--- src/rtl/sdma_pkg.sv ---
package sdma_pkg;
  localparam int unsigned DATA_W = 32;
  localparam int unsigned SEL_W  = 3;
  localparam logic [15:0] CFG_INVALID = 16'h7FFF;

  typedef enum logic [SEL_W-1:0] {
    SEL_ADDR = 3'd0,
    SEL_CFG  = 3'd1,
    SEL_CNT  = 3'd2,
    SEL_CTRL = 3'd3,
    SEL_STAT = 3'd4
  } reg_sel_e;

  typedef enum logic [1:0] {
    ST_IDLE = 2'd0,
    ST_RUN  = 2'd1,
    ST_HOLD = 2'd2
  } xfer_state_e;
endpackage

--- src/rtl/sdma_cfg_regs.sv ---
module sdma_cfg_regs #(
  parameter int unsigned BSZ_W  = 12,
  parameter int unsigned CODE_W = 3,
  parameter int unsigned CNT_W  = 16
) (
  input  logic              clk_i,
  input  logic              rst_ni,
  input  logic              lock_i,
  input  logic              cfg_we_i,
  input  logic [BSZ_W+CODE_W-1:0] cfg_wdata_i,
  input  logic              cnt_we_i,
  input  logic [CNT_W-1:0]  cnt_wdata_i,
  input  logic              ctrl_we_i,
  input  logic              dma_en_wdata_i,
  output logic [CODE_W-1:0] bnd_code_o,
  output logic [BSZ_W-1:0]  blk_size_o,
  output logic [CNT_W-1:0]  blk_cnt_o,
  output logic              dma_en_o
);
  always_ff @(posedge clk_i or negedge rst_ni) begin
    if (!rst_ni) begin
      bnd_code_o <= '0;
      blk_size_o <= '0;
      blk_cnt_o  <= '0;
      dma_en_o   <= 1'b0;
    end else if (!lock_i) begin
      if (cfg_we_i) begin
        bnd_code_o <= cfg_wdata_i[BSZ_W+CODE_W-1:BSZ_W];
        blk_size_o <= cfg_wdata_i[BSZ_W-1:0];
      end
      if (cnt_we_i)  blk_cnt_o <= cnt_wdata_i;
      if (ctrl_we_i) dma_en_o  <= dma_en_wdata_i;
    end
  end
endmodule

--- src/rtl/sdma_addr_gen.sv ---
module sdma_addr_gen #(
  parameter int unsigned ADDR_W  = 32,
  parameter int unsigned CODE_W  = 3,
  parameter int unsigned BND_LSB = 12
) (
  input  logic              clk_i,
  input  logic              rst_ni,
  input  logic              load_i,
  input  logic [ADDR_W-1:0] load_val_i,
  input  logic              step_i,
  input  logic              en_i,
  input  logic [CODE_W-1:0] code_i,
  output logic [ADDR_W-1:0] addr_o,
  output logic              at_bnd_o
);
  localparam int unsigned NCODE = 1 << CODE_W;

  logic [NCODE-1:0] low_ones;

  // low_ones[k]: next increment carries out of bit BND_LSB-1+k
  for (genvar k = 0; k < NCODE; k++) begin : g_bnd
    assign low_ones[k] = &addr_o[BND_LSB-1+k:0];
  end

  assign at_bnd_o = en_i & low_ones[code_i];

  always_ff @(posedge clk_i or negedge rst_ni) begin
    if (!rst_ni)     addr_o <= '0;
    else if (load_i) addr_o <= load_val_i;
    else if (step_i) addr_o <= addr_o + 1'b1;
  end
endmodule

--- src/rtl/sdma_xfer_ctrl.sv ---
module sdma_xfer_ctrl
  import sdma_pkg::*;
#(
  parameter int unsigned BSZ_W = 12,
  parameter int unsigned CNT_W = 16
) (
  input  logic             clk_i,
  input  logic             rst_ni,
  input  logic             start_i,
  input  logic [BSZ_W-1:0] blk_size_i,
  input  logic [CNT_W-1:0] blk_cnt_i,
  input  logic             at_bnd_i,
  input  logic             ready_i,
  input  logic             addr_wr_i,
  input  logic             clr_int_i,
  input  logic             clr_done_i,
  output logic             valid_o,
  output logic             fire_o,
  output logic             busy_o,
  output logic             paused_o,
  output logic             dma_int_o,
  output logic             done_o
);
  xfer_state_e      state_q;
  logic [BSZ_W-1:0] byte_idx_q;
  logic [CNT_W-1:0] blk_left_q;
  logic last_byte, last_blk, final_beat, empty_cfg, set_int, set_done;

  assign valid_o    = (state_q == ST_RUN);
  assign busy_o     = (state_q != ST_IDLE);
  assign paused_o   = (state_q == ST_HOLD);
  assign fire_o     = valid_o & ready_i;
  assign last_byte  = (byte_idx_q == blk_size_i - 1'b1);
  assign last_blk   = (blk_left_q == {{(CNT_W-1){1'b0}}, 1'b1});
  assign final_beat = fire_o & last_byte & last_blk;
  assign empty_cfg  = (blk_size_i == '0) | (blk_cnt_i == '0);
  // completion outranks the boundary stop
  assign set_int    = fire_o & at_bnd_i & ~final_beat;
  assign set_done   = final_beat | (start_i & empty_cfg);

  always_ff @(posedge clk_i or negedge rst_ni) begin
    if (!rst_ni) begin
      state_q    <= ST_IDLE;
      byte_idx_q <= '0;
      blk_left_q <= '0;
    end else begin
      unique case (state_q)
        ST_IDLE: if (start_i && !empty_cfg) begin
          state_q    <= ST_RUN;
          byte_idx_q <= '0;
          blk_left_q <= blk_cnt_i;
        end
        ST_RUN: if (fire_o) begin
          if (last_byte) begin
            byte_idx_q <= '0;
            blk_left_q <= blk_left_q - 1'b1;
          end else begin
            byte_idx_q <= byte_idx_q + 1'b1;
          end
          if (final_beat)   state_q <= ST_IDLE;
          else if (set_int) state_q <= ST_HOLD;
        end
        ST_HOLD: if (addr_wr_i) state_q <= ST_RUN;
        default: state_q <= ST_IDLE;
      endcase
    end
  end

  always_ff @(posedge clk_i or negedge rst_ni) begin
    if (!rst_ni) begin
      dma_int_o <= 1'b0;
      done_o    <= 1'b0;
    end else begin
      dma_int_o <= set_int  | (dma_int_o & ~clr_int_i);
      done_o    <= set_done | (done_o & ~clr_done_i);
    end
  end
endmodule

--- src/rtl/sdma_addr_engine.sv ---
module sdma_addr_engine
  import sdma_pkg::*;
#(
  parameter int unsigned ADDR_W = 32,
  parameter int unsigned BSZ_W  = 12,
  parameter int unsigned CODE_W = 3,
  parameter int unsigned CNT_W  = 16
) (
  input  logic              clk_i,
  input  logic              rst_ni,
  input  logic              wr_en_i,
  input  logic [2:0]        wr_sel_i,
  input  logic [31:0]       wr_data_i,
  input  logic [2:0]        rd_sel_i,
  output logic [31:0]       rd_data_o,
  output logic              beat_valid_o,
  input  logic              beat_ready_i,
  output logic [ADDR_W-1:0] beat_addr_o,
  output logic              busy_o,
  output logic              paused_o,
  output logic              dma_int_o,
  output logic              xfer_done_o
);
  localparam int unsigned CFG_W   = BSZ_W + CODE_W;
  localparam int unsigned BND_LSB = 12;

  logic [CODE_W-1:0] bnd_code;
  logic [BSZ_W-1:0]  blk_size;
  logic [CNT_W-1:0]  blk_cnt;
  logic dma_en, fire, at_bnd;
  logic we_addr, we_cfg, we_cnt, we_ctrl, we_stat, addr_load, start;

  assign we_addr   = wr_en_i & (wr_sel_i == SEL_ADDR);
  assign we_cfg    = wr_en_i & (wr_sel_i == SEL_CFG);
  assign we_cnt    = wr_en_i & (wr_sel_i == SEL_CNT);
  assign we_ctrl   = wr_en_i & (wr_sel_i == SEL_CTRL);
  assign we_stat   = wr_en_i & (wr_sel_i == SEL_STAT);
  assign addr_load = we_addr & (~busy_o | paused_o);
  assign start     = we_ctrl & wr_data_i[0] & ~busy_o;

  sdma_cfg_regs #(.BSZ_W(BSZ_W), .CODE_W(CODE_W), .CNT_W(CNT_W)) u_cfg (
    .clk_i          (clk_i),
    .rst_ni         (rst_ni),
    .lock_i         (busy_o),
    .cfg_we_i       (we_cfg),
    .cfg_wdata_i    (wr_data_i[CFG_W-1:0]),
    .cnt_we_i       (we_cnt),
    .cnt_wdata_i    (wr_data_i[CNT_W-1:0]),
    .ctrl_we_i      (we_ctrl),
    .dma_en_wdata_i (wr_data_i[1]),
    .bnd_code_o     (bnd_code),
    .blk_size_o     (blk_size),
    .blk_cnt_o      (blk_cnt),
    .dma_en_o       (dma_en)
  );

  sdma_addr_gen #(.ADDR_W(ADDR_W), .CODE_W(CODE_W), .BND_LSB(BND_LSB)) u_addr (
    .clk_i      (clk_i),
    .rst_ni     (rst_ni),
    .load_i     (addr_load),
    .load_val_i (wr_data_i[ADDR_W-1:0]),
    .step_i     (fire),
    .en_i       (dma_en),
    .code_i     (bnd_code),
    .addr_o     (beat_addr_o),
    .at_bnd_o   (at_bnd)
  );

  sdma_xfer_ctrl #(.BSZ_W(BSZ_W), .CNT_W(CNT_W)) u_ctrl (
    .clk_i      (clk_i),
    .rst_ni     (rst_ni),
    .start_i    (start),
    .blk_size_i (blk_size),
    .blk_cnt_i  (blk_cnt),
    .at_bnd_i   (at_bnd),
    .ready_i    (beat_ready_i),
    .addr_wr_i  (addr_load),
    .clr_int_i  (we_stat & wr_data_i[0]),
    .clr_done_i (we_stat & wr_data_i[1]),
    .valid_o    (beat_valid_o),
    .fire_o     (fire),
    .busy_o     (busy_o),
    .paused_o   (paused_o),
    .dma_int_o  (dma_int_o),
    .done_o     (xfer_done_o)
  );

  always_comb begin
    rd_data_o = '0;
    unique case (rd_sel_i)
      SEL_ADDR: rd_data_o[ADDR_W-1:0] = beat_addr_o;
      SEL_CFG:  rd_data_o[15:0] = busy_o ? CFG_INVALID : {{(16-CFG_W){1'b0}}, bnd_code, blk_size};
      SEL_CNT:  rd_data_o[CNT_W-1:0] = blk_cnt;
      SEL_CTRL: rd_data_o[1:0] = {dma_en, 1'b0};
      SEL_STAT: rd_data_o[1:0] = {xfer_done_o, dma_int_o};
      default:  rd_data_o = '0;
    endcase
  end
endmodule

--- config.mk ---
export PLATFORM = sky130hd
export DESIGN_NAME = sdma_addr_engine
export DESIGN_NICKNAME = d
export VERILOG_FILES = /design/src/rtl/sdma_pkg.sv /design/src/rtl/sdma_cfg_regs.sv /design/src/rtl/sdma_addr_gen.sv /design/src/rtl/sdma_xfer_ctrl.sv /design/src/rtl/sdma_addr_engine.sv
export SDC_FILE = /design/constraint.sdc
export NUM_CORES = 1
export LEC_CHECK = 0
export CELL_PAD_IN_SITES_DETAIL_PLACEMENT = 0
export CELL_PAD_IN_SITES_GLOBAL_PLACEMENT = 2
export CORE_ASPECT_RATIO = 1.1
export CORE_MARGIN = 2
export CORE_UTILIZATION = 29
export CTS_CLUSTER_DIAMETER = 80
export DETAILED_ROUTE_END_ITERATION = 10
export GPL_ROUTABILITY_DRIVEN = 0
export PLACE_DENSITY = 0.77
export SYNTH_ARGS = -nofsm -noshare
export SYNTH_HDL_FRONTEND = slang
export SYNTH_SLANG_ARGS = --single-unit
--- constraint.sdc ---
create_clock -name clk_i -period 2.8 [get_ports clk_i]
set_input_delay 0.56 -clock clk_i [delete_from_list [all_inputs] [get_ports clk_i]]
set_output_delay 0.56 -clock clk_i [all_outputs]
set_load 0.02 [all_outputs]
**Word level (Yosys, flattened, before mapping)**

Index checks and enable logic that the tools add are counted.

- $add $sub $neg: 4
- Multiply operators: 0
- Divide/modulo/power cells: 0
- Order comparisons: 1
- Equality and inequality tests: 17
- Shifts and indexed selects: 0
- Mux-type cells: 22
- Bitwise operators: 28
- Reduce and logical (&&, ||, !) cells: 24

Operators with widths:

| cell | count |
|---|---|
| $mux 16 | 4 |
| $mux 32 | 2 |
| $pmux 14 s3 | 1 |
| $mux 12 | 3 |
| $add 32x1->32 const B | 1 |
| $pmux 16 s2 | 1 |
| $pmux 12 s2 | 1 |
| $and 1x1->1 | 19 |
| $reduce_and 19->1 | 1 |
| $reduce_and 18->1 | 1 |
| $reduce_and 17->1 | 1 |
| $eq 16x1->1 const B | 1 |
| $logic_not 16->1 | 1 |
| $reduce_and 16->1 | 1 |
| $sub 16x1->16 const B | 1 |
| $mux 15 | 1 |
| $reduce_and 15->1 | 1 |
| $reduce_and 14->1 | 1 |
| $reduce_and 13->1 | 1 |
| $add 12x1->12 const B | 1 |
| $eq 12x12->1 | 1 |
| $eq 3x2->1 const B | 4 |
| $logic_not 12->1 | 1 |
| $reduce_and 12->1 | 1 |
| other kinds (24) | 45 |

- Register bits after elaboration: 96
- Bits in latches: 0
- RAM bits: 0
- ROM bits: 0
- Output and inout port bits: 69
- Memories: 0

**Longest topological paths before layout**

- Word-level depth: 10
- Mapped depth: 12
- Gate-level depth less buffers: 9

**Hierarchy**

A second synthesis with hierarchy kept.

- Cells, all modules: 707
- Area total of the unflattened synthesis: 6506.2 um2

Modules (own cells, without submodules):

| module | times used | cells each | area each (um2) | seq. area each (um2) |
|---|---|---|---|---|
| sdma_xfer_ctrl | 1 | 298 | 2436.1 | 800.8 |
| sdma_addr_gen | 1 | 229 | 1961.9 | 800.8 |
| sdma_cfg_regs | 1 | 71 | 1317.5 | 800.8 |
| sdma_addr_engine | 1 | 109 | 790.8 | 0.0 |

**Worst setup path after synthesis**

No wires, ideal clock.

- Path kind: register to register
- Start point: register u_cfg.blk_size_o[0]
- End point: register u_ctrl.byte_idx_q[11]
- Setup time: 0.119 ns
- Arrival time: 2.667 ns
- Data required time: 2.681 ns
- Path slack: 0.015 ns
- Stages on the path, launching flop included: 12
- Cells stage by stage: dfrtp_1 -> inv_1 -> ha_1 -> clkbuf_1 -> nor4b_2 -> a21oi_1 -> o21ai_0 -> a31oi_1 -> or4_2 -> a21oi_2 -> buf_4 -> nor2_1

- Word-level cells in the longest chain between the ends: 6
- Elaborated cells between the ends (all ways): 11
- Those cells by class: 1 x add/sub; 2 x eq/ne; 3 x mux; 1 x bitwise; 4 x reduce/logical

Ends and longest elaborated chain:

| element | RTL line | text |
|---|---|---|
| from (decl) | sdma_cfg_regs.sv:16 | `output logic [BSZ_W-1:0] blk_size_o,` |
| from (signal assigned) | sdma_cfg_regs.sv:29 | `blk_size_o <= cfg_wdata_i[BSZ_W-1:0];` |
| parallel branches: the longest is 6 deep, another holds $sub 12x1->12 | n/a |  |
| to (signal assigned) | sdma_xfer_ctrl.sv:58 | `byte_idx_q <= byte_idx_q + 1'b1;` |
| to (decl) | sdma_xfer_ctrl.sv:25 | `logic [BSZ_W-1:0] byte_idx_q;` |

Parallel ways; which one is timed is not known. The select of a mux whose other input is x is not followed.
A chain may end at the register's enable or synchronous reset.

**Worst setup path after layout**

- Start point: register u_cfg.blk_size_o[5]
- End point: register u_ctrl.blk_left_q[9]

- Word-level cells in the longest chain between the ends: 6
- Elaborated cells between the ends (all ways): 9
- Those cells by class: 1 x add/sub; 3 x eq/ne; 1 x bitwise; 4 x reduce/logical

Ends and longest elaborated chain:

| element | RTL line | text |
|---|---|---|
| parallel branches: the longest is 5 deep, another holds $sub 12x1->12 | n/a |  |
| $reduce_and 4->1 (no source line) (*) | n/a |  |
| to (signal assigned) | sdma_xfer_ctrl.sv:51 | `blk_left_q <= blk_cnt_i;` |
| to (signal assigned) | sdma_xfer_ctrl.sv:56 | `blk_left_q <= blk_left_q - 1'b1;` |
| to (decl) | sdma_xfer_ctrl.sv:26 | `logic [CNT_W-1:0] blk_left_q;` |

Mark *: on every way between the ends.

==> reports/metrics.csv <==
metric;value;unit
synth_nets;755;
io_buffers;110;
ant_nets;0;
cts_buffers;9;
yosysWarnings;0;
routed_wl;22.4;mm
ys_seq_area_share;39.6;%
cts_root_buffer;clkbuf_16;
peakVddDrop;0.000390;V
clk_latency;0.36;ns
hold_viol;0;
via_per_inst;5.39;
p_sw;3.53;mW
pwr-share-seq;32.6;%
antenna_found_initial;1;
dieHeight;156;um
tightest_slew;0.543;ns
stdcell_area;8490;um^2
syn-instance-count;707;
power.density;966;nW/um^2
firstDrtPassIters;4;
worstSetupEndpointType;flop;
r2r_start;u_cfg.blk_size_o[5]$_DFFE_PN0P_;
rows;55;
ioPinCount;111;
die_area;22100;um^2
period_share;99.9;%
setup_ws;0.00244;ns
hpwl;16.8;mm
slew_violations;0;
cts_tree;built;
num_vias;6161;
sw_frac_of_total;43.0;%
regToRegSetupSlack;0.002;ns
core;20600;um^2
pwr-share-clk;16.1;%
critPathKind;flop to flop;
ys.flop_type;dfrtp_1;
synth.avg_cell_area;8.59;um^2
overflow;0;
maxCapViolations;0;
synth_edf_count;0;
path_clk_slew;0.07;ns
setup_viol;0;
post-place-ws;-0.267;ns
drc;0;
fin_nets;931;
die_x;142;um
r2r-end;u_ctrl.blk_left_q[9]$_DFFE_PN0P_;
wl_per_cell;19.6;um
worstPathRequired;3.04;ns
cellLeakagePower;3.50;nW
grt_start_max_net_pins;44;
critPathMaxFanout;4;
clockBufferDepth;2;
final_layout_size_suffix_gt1_share;20.5;%
synth_cell_types;67;
ys_ff_latch;96;
arrival;3.04;ns
max_slew_margin;63.8;%
rsz0062_at_grt;true;
track_usage;20.5;%
status;completed;
antenna_cells;0;
post-route-min-period;2.80;ns
netlist_area;6070;um^2
fin_tns_setup;0;ns
hold-worst-slack;0.177;ns
initial_core_util;29.5;%
htreeDepth;3;
endpoint;u_ctrl.blk_left_q[9]$_DFFE_PN0P_;
hold_class;primary input to asynchronous set/reset pin;
grt_pass1_wl;35.2;mm
intPower;4.67;mW
cts_sinks;96;
cp-start-kind;flop;
placed_cell_area;8060;um^2
fin_total_pwr;8.20;mW
holdBufCountCts;0;
async_flop_share;100;%
crit_start;u_cfg.blk_size_o[5]$_DFFE_PN0P_;
comb_power_share;51.3;%
grt_pass1_vias;6252;
fin_skew;0.00711;ns
synthToLayoutAreaGrowth;39.9;%
fmax;0.357;GHz
first_iter_violations;370;
r2r_cells;7;
-- cell families after synthesis --
kind of cell               Yosys count  share of synthesized area [%]
AOI/OAI and AO/OA                  153                           16.7
xor gates and xnor gates            36                           5.42
adders and majority gates            6                           1.24
buffers and inverters               57                           3.83
DFF                                 96                           39.6
muxes                               35                           6.41
and+or+nand+nor                    324                           26.9
-- cells in the mapped netlist, drive strengths merged (4+ instances only) --
master / number / area (um^2)
a211oi: 17 / 128
a21oi: 34 / 174
a221o: 5 / 50.1
a22oi: 4 / 30.0
a31oi: 6 / 37.5
a32oi: 5 / 43.8
and2: 19 / 119
and3: 7 / 43.8
buf: 8 / 47.5
clkbuf: 35 / 133
dfrtp: 96 / 2400
ha: 6 / 75.1
inv: 14 / 52.6
mux2: 31 / 349
mux2i: 4 / 40.0
nand2: 70 / 263
nand3: 23 / 115
nand3b: 6 / 45.0
nand4: 18 / 113
nor2: 90 / 338
nor2b: 4 / 25.0
nor3: 32 / 165
nor4: 10 / 62.6
o211ai: 10 / 75.1
o21ai: 41 / 205
o311ai: 7 / 61.3
or2: 5 / 31.3
or3: 13 / 81.3
or4: 10 / 80.1
xnor2: 20 / 175
xor2: 15 / 131
-- routing by layer --
layer	track usage [%]	share of wire, %	up-vias
li1	-	-	2943
met1	25.6	43	3033
met2	36.4	51	154
met3	2.42	3.6	29
met4	7.19	2.3	2
met5	0	0.076	-
-- cell usage in the layout, fill, tap and decap left out, drive strengths merged, types with 13 or more instances in the layout --
cell	n
or3	13
and2	19
nand4	18
clkdlybuf4s50	76
a211oi	17
dlygate4sd2	23
xnor2	20
nor2	90
o21ai	41
nand2	70
mux2	31
inv	15
nand3	23
a21oi	34
nor3	32
xor2	15
clkbuf	13
buf	99
dfrtp	96
-- area by class of cell --
class                           count  area [um^2]
Fill cell                        2028        12100
Multi-Input combinational cell    554         3560
Sequential cell                    96         2400
Timing Repair Buffer              208         1850
Tap cell                          256          320
Clock buffer                       12          256
Inverter                           14         52.6
Clock inverter                      4         51.3
-- critical path, cell delays in order, from the launching register on --
cell and delay [ns]:
dfrtp_1 0.38, or4_4 0.57, o21a_1 0.20, a2bb2oi_1 0.14, a22o_1 0.29, or3_4 0.38
o311a_1 0.36, or3_1 0.36
-- state kept, by name, indices dropped and copies added (netlist names) --
| register | flops |
|---|---|
| u_addr.addr_o | 32 |
| u_ctrl.byte_idx_q | 12 |
| u_ctrl.done_o | 1 |
| u_ctrl.dma_int_o | 1 |
| u_cfg.bnd_code_o | 3 |
| u_ctrl.state_q | 2 |
| u_cfg.dma_en_o | 1 |
| u_ctrl.blk_left_q | 16 |
| u_cfg.blk_cnt_o | 16 |
| u_cfg.blk_size_o | 12 |
-- worst min-delay path by stage --
stage / from / to / cells past startpoint
6_report: rst_ni / u_ctrl.byte_idx_q[5]$_DFFE_PN0P_ / 1
4_1_cts: rst_ni / u_ctrl.byte_idx_q[9]$_DFFE_PN0P_ / 1
3_3_place_gp: u_ctrl.blk_left_q[15]$_DFFE_PN0P_ / u_ctrl.blk_left_q[15]$_DFFE_PN0P_ / 1
2_1_floorplan: rst_ni / u_addr.addr_o[0]$_DFFE_PN0P_ / 0
5_1_grt: rst_ni / u_ctrl.byte_idx_q[5]$_DFFE_PN0P_ / 1
3_5_place_dp: u_ctrl.blk_left_q[15]$_DFFE_PN0P_ / u_ctrl.blk_left_q[15]$_DFFE_PN0P_ / 1
-- power groups by stage --
| stage | combinational, mW | clock, mW | sequential (mW) |
|---|---|---|---|
| after floorplan | 2.05 | 0 | 2.72 |
| final | 4.21 | 1.32 | 2.68 |
| after global placement | 4.02 | 0 | 2.65 |
| after detailed placement | 4.09 | 0 | 2.67 |
| after global routing | 4.56 | 1.40 | 2.77 |
| after CTS | 4.11 | 1.34 | 2.66 |
-- repair_timing --
| action | 4_1_cts | 5_1_grt |
|---|---|---|
| pin swaps | 2 | 3 |
| resized for setup | 45 | 36 |
| hold endpoints to repair | 0 | 0 |
| gates cloned | 0 | 1 |
| buffers inserted | 0 | 3 |
| setup endpoints to repair | 62 | 48 |
-- through the flow --
stage          utilization, %  instances
2_1_floorplan               -        707
4_1_cts                  40.7       1140
3_5_place_dp             39.1       1124
5_1_grt                  41.3       1144
6_report                 41.3       1144
3_3_place_gp             39.1       1124
(Power assumes the default switching activity.)
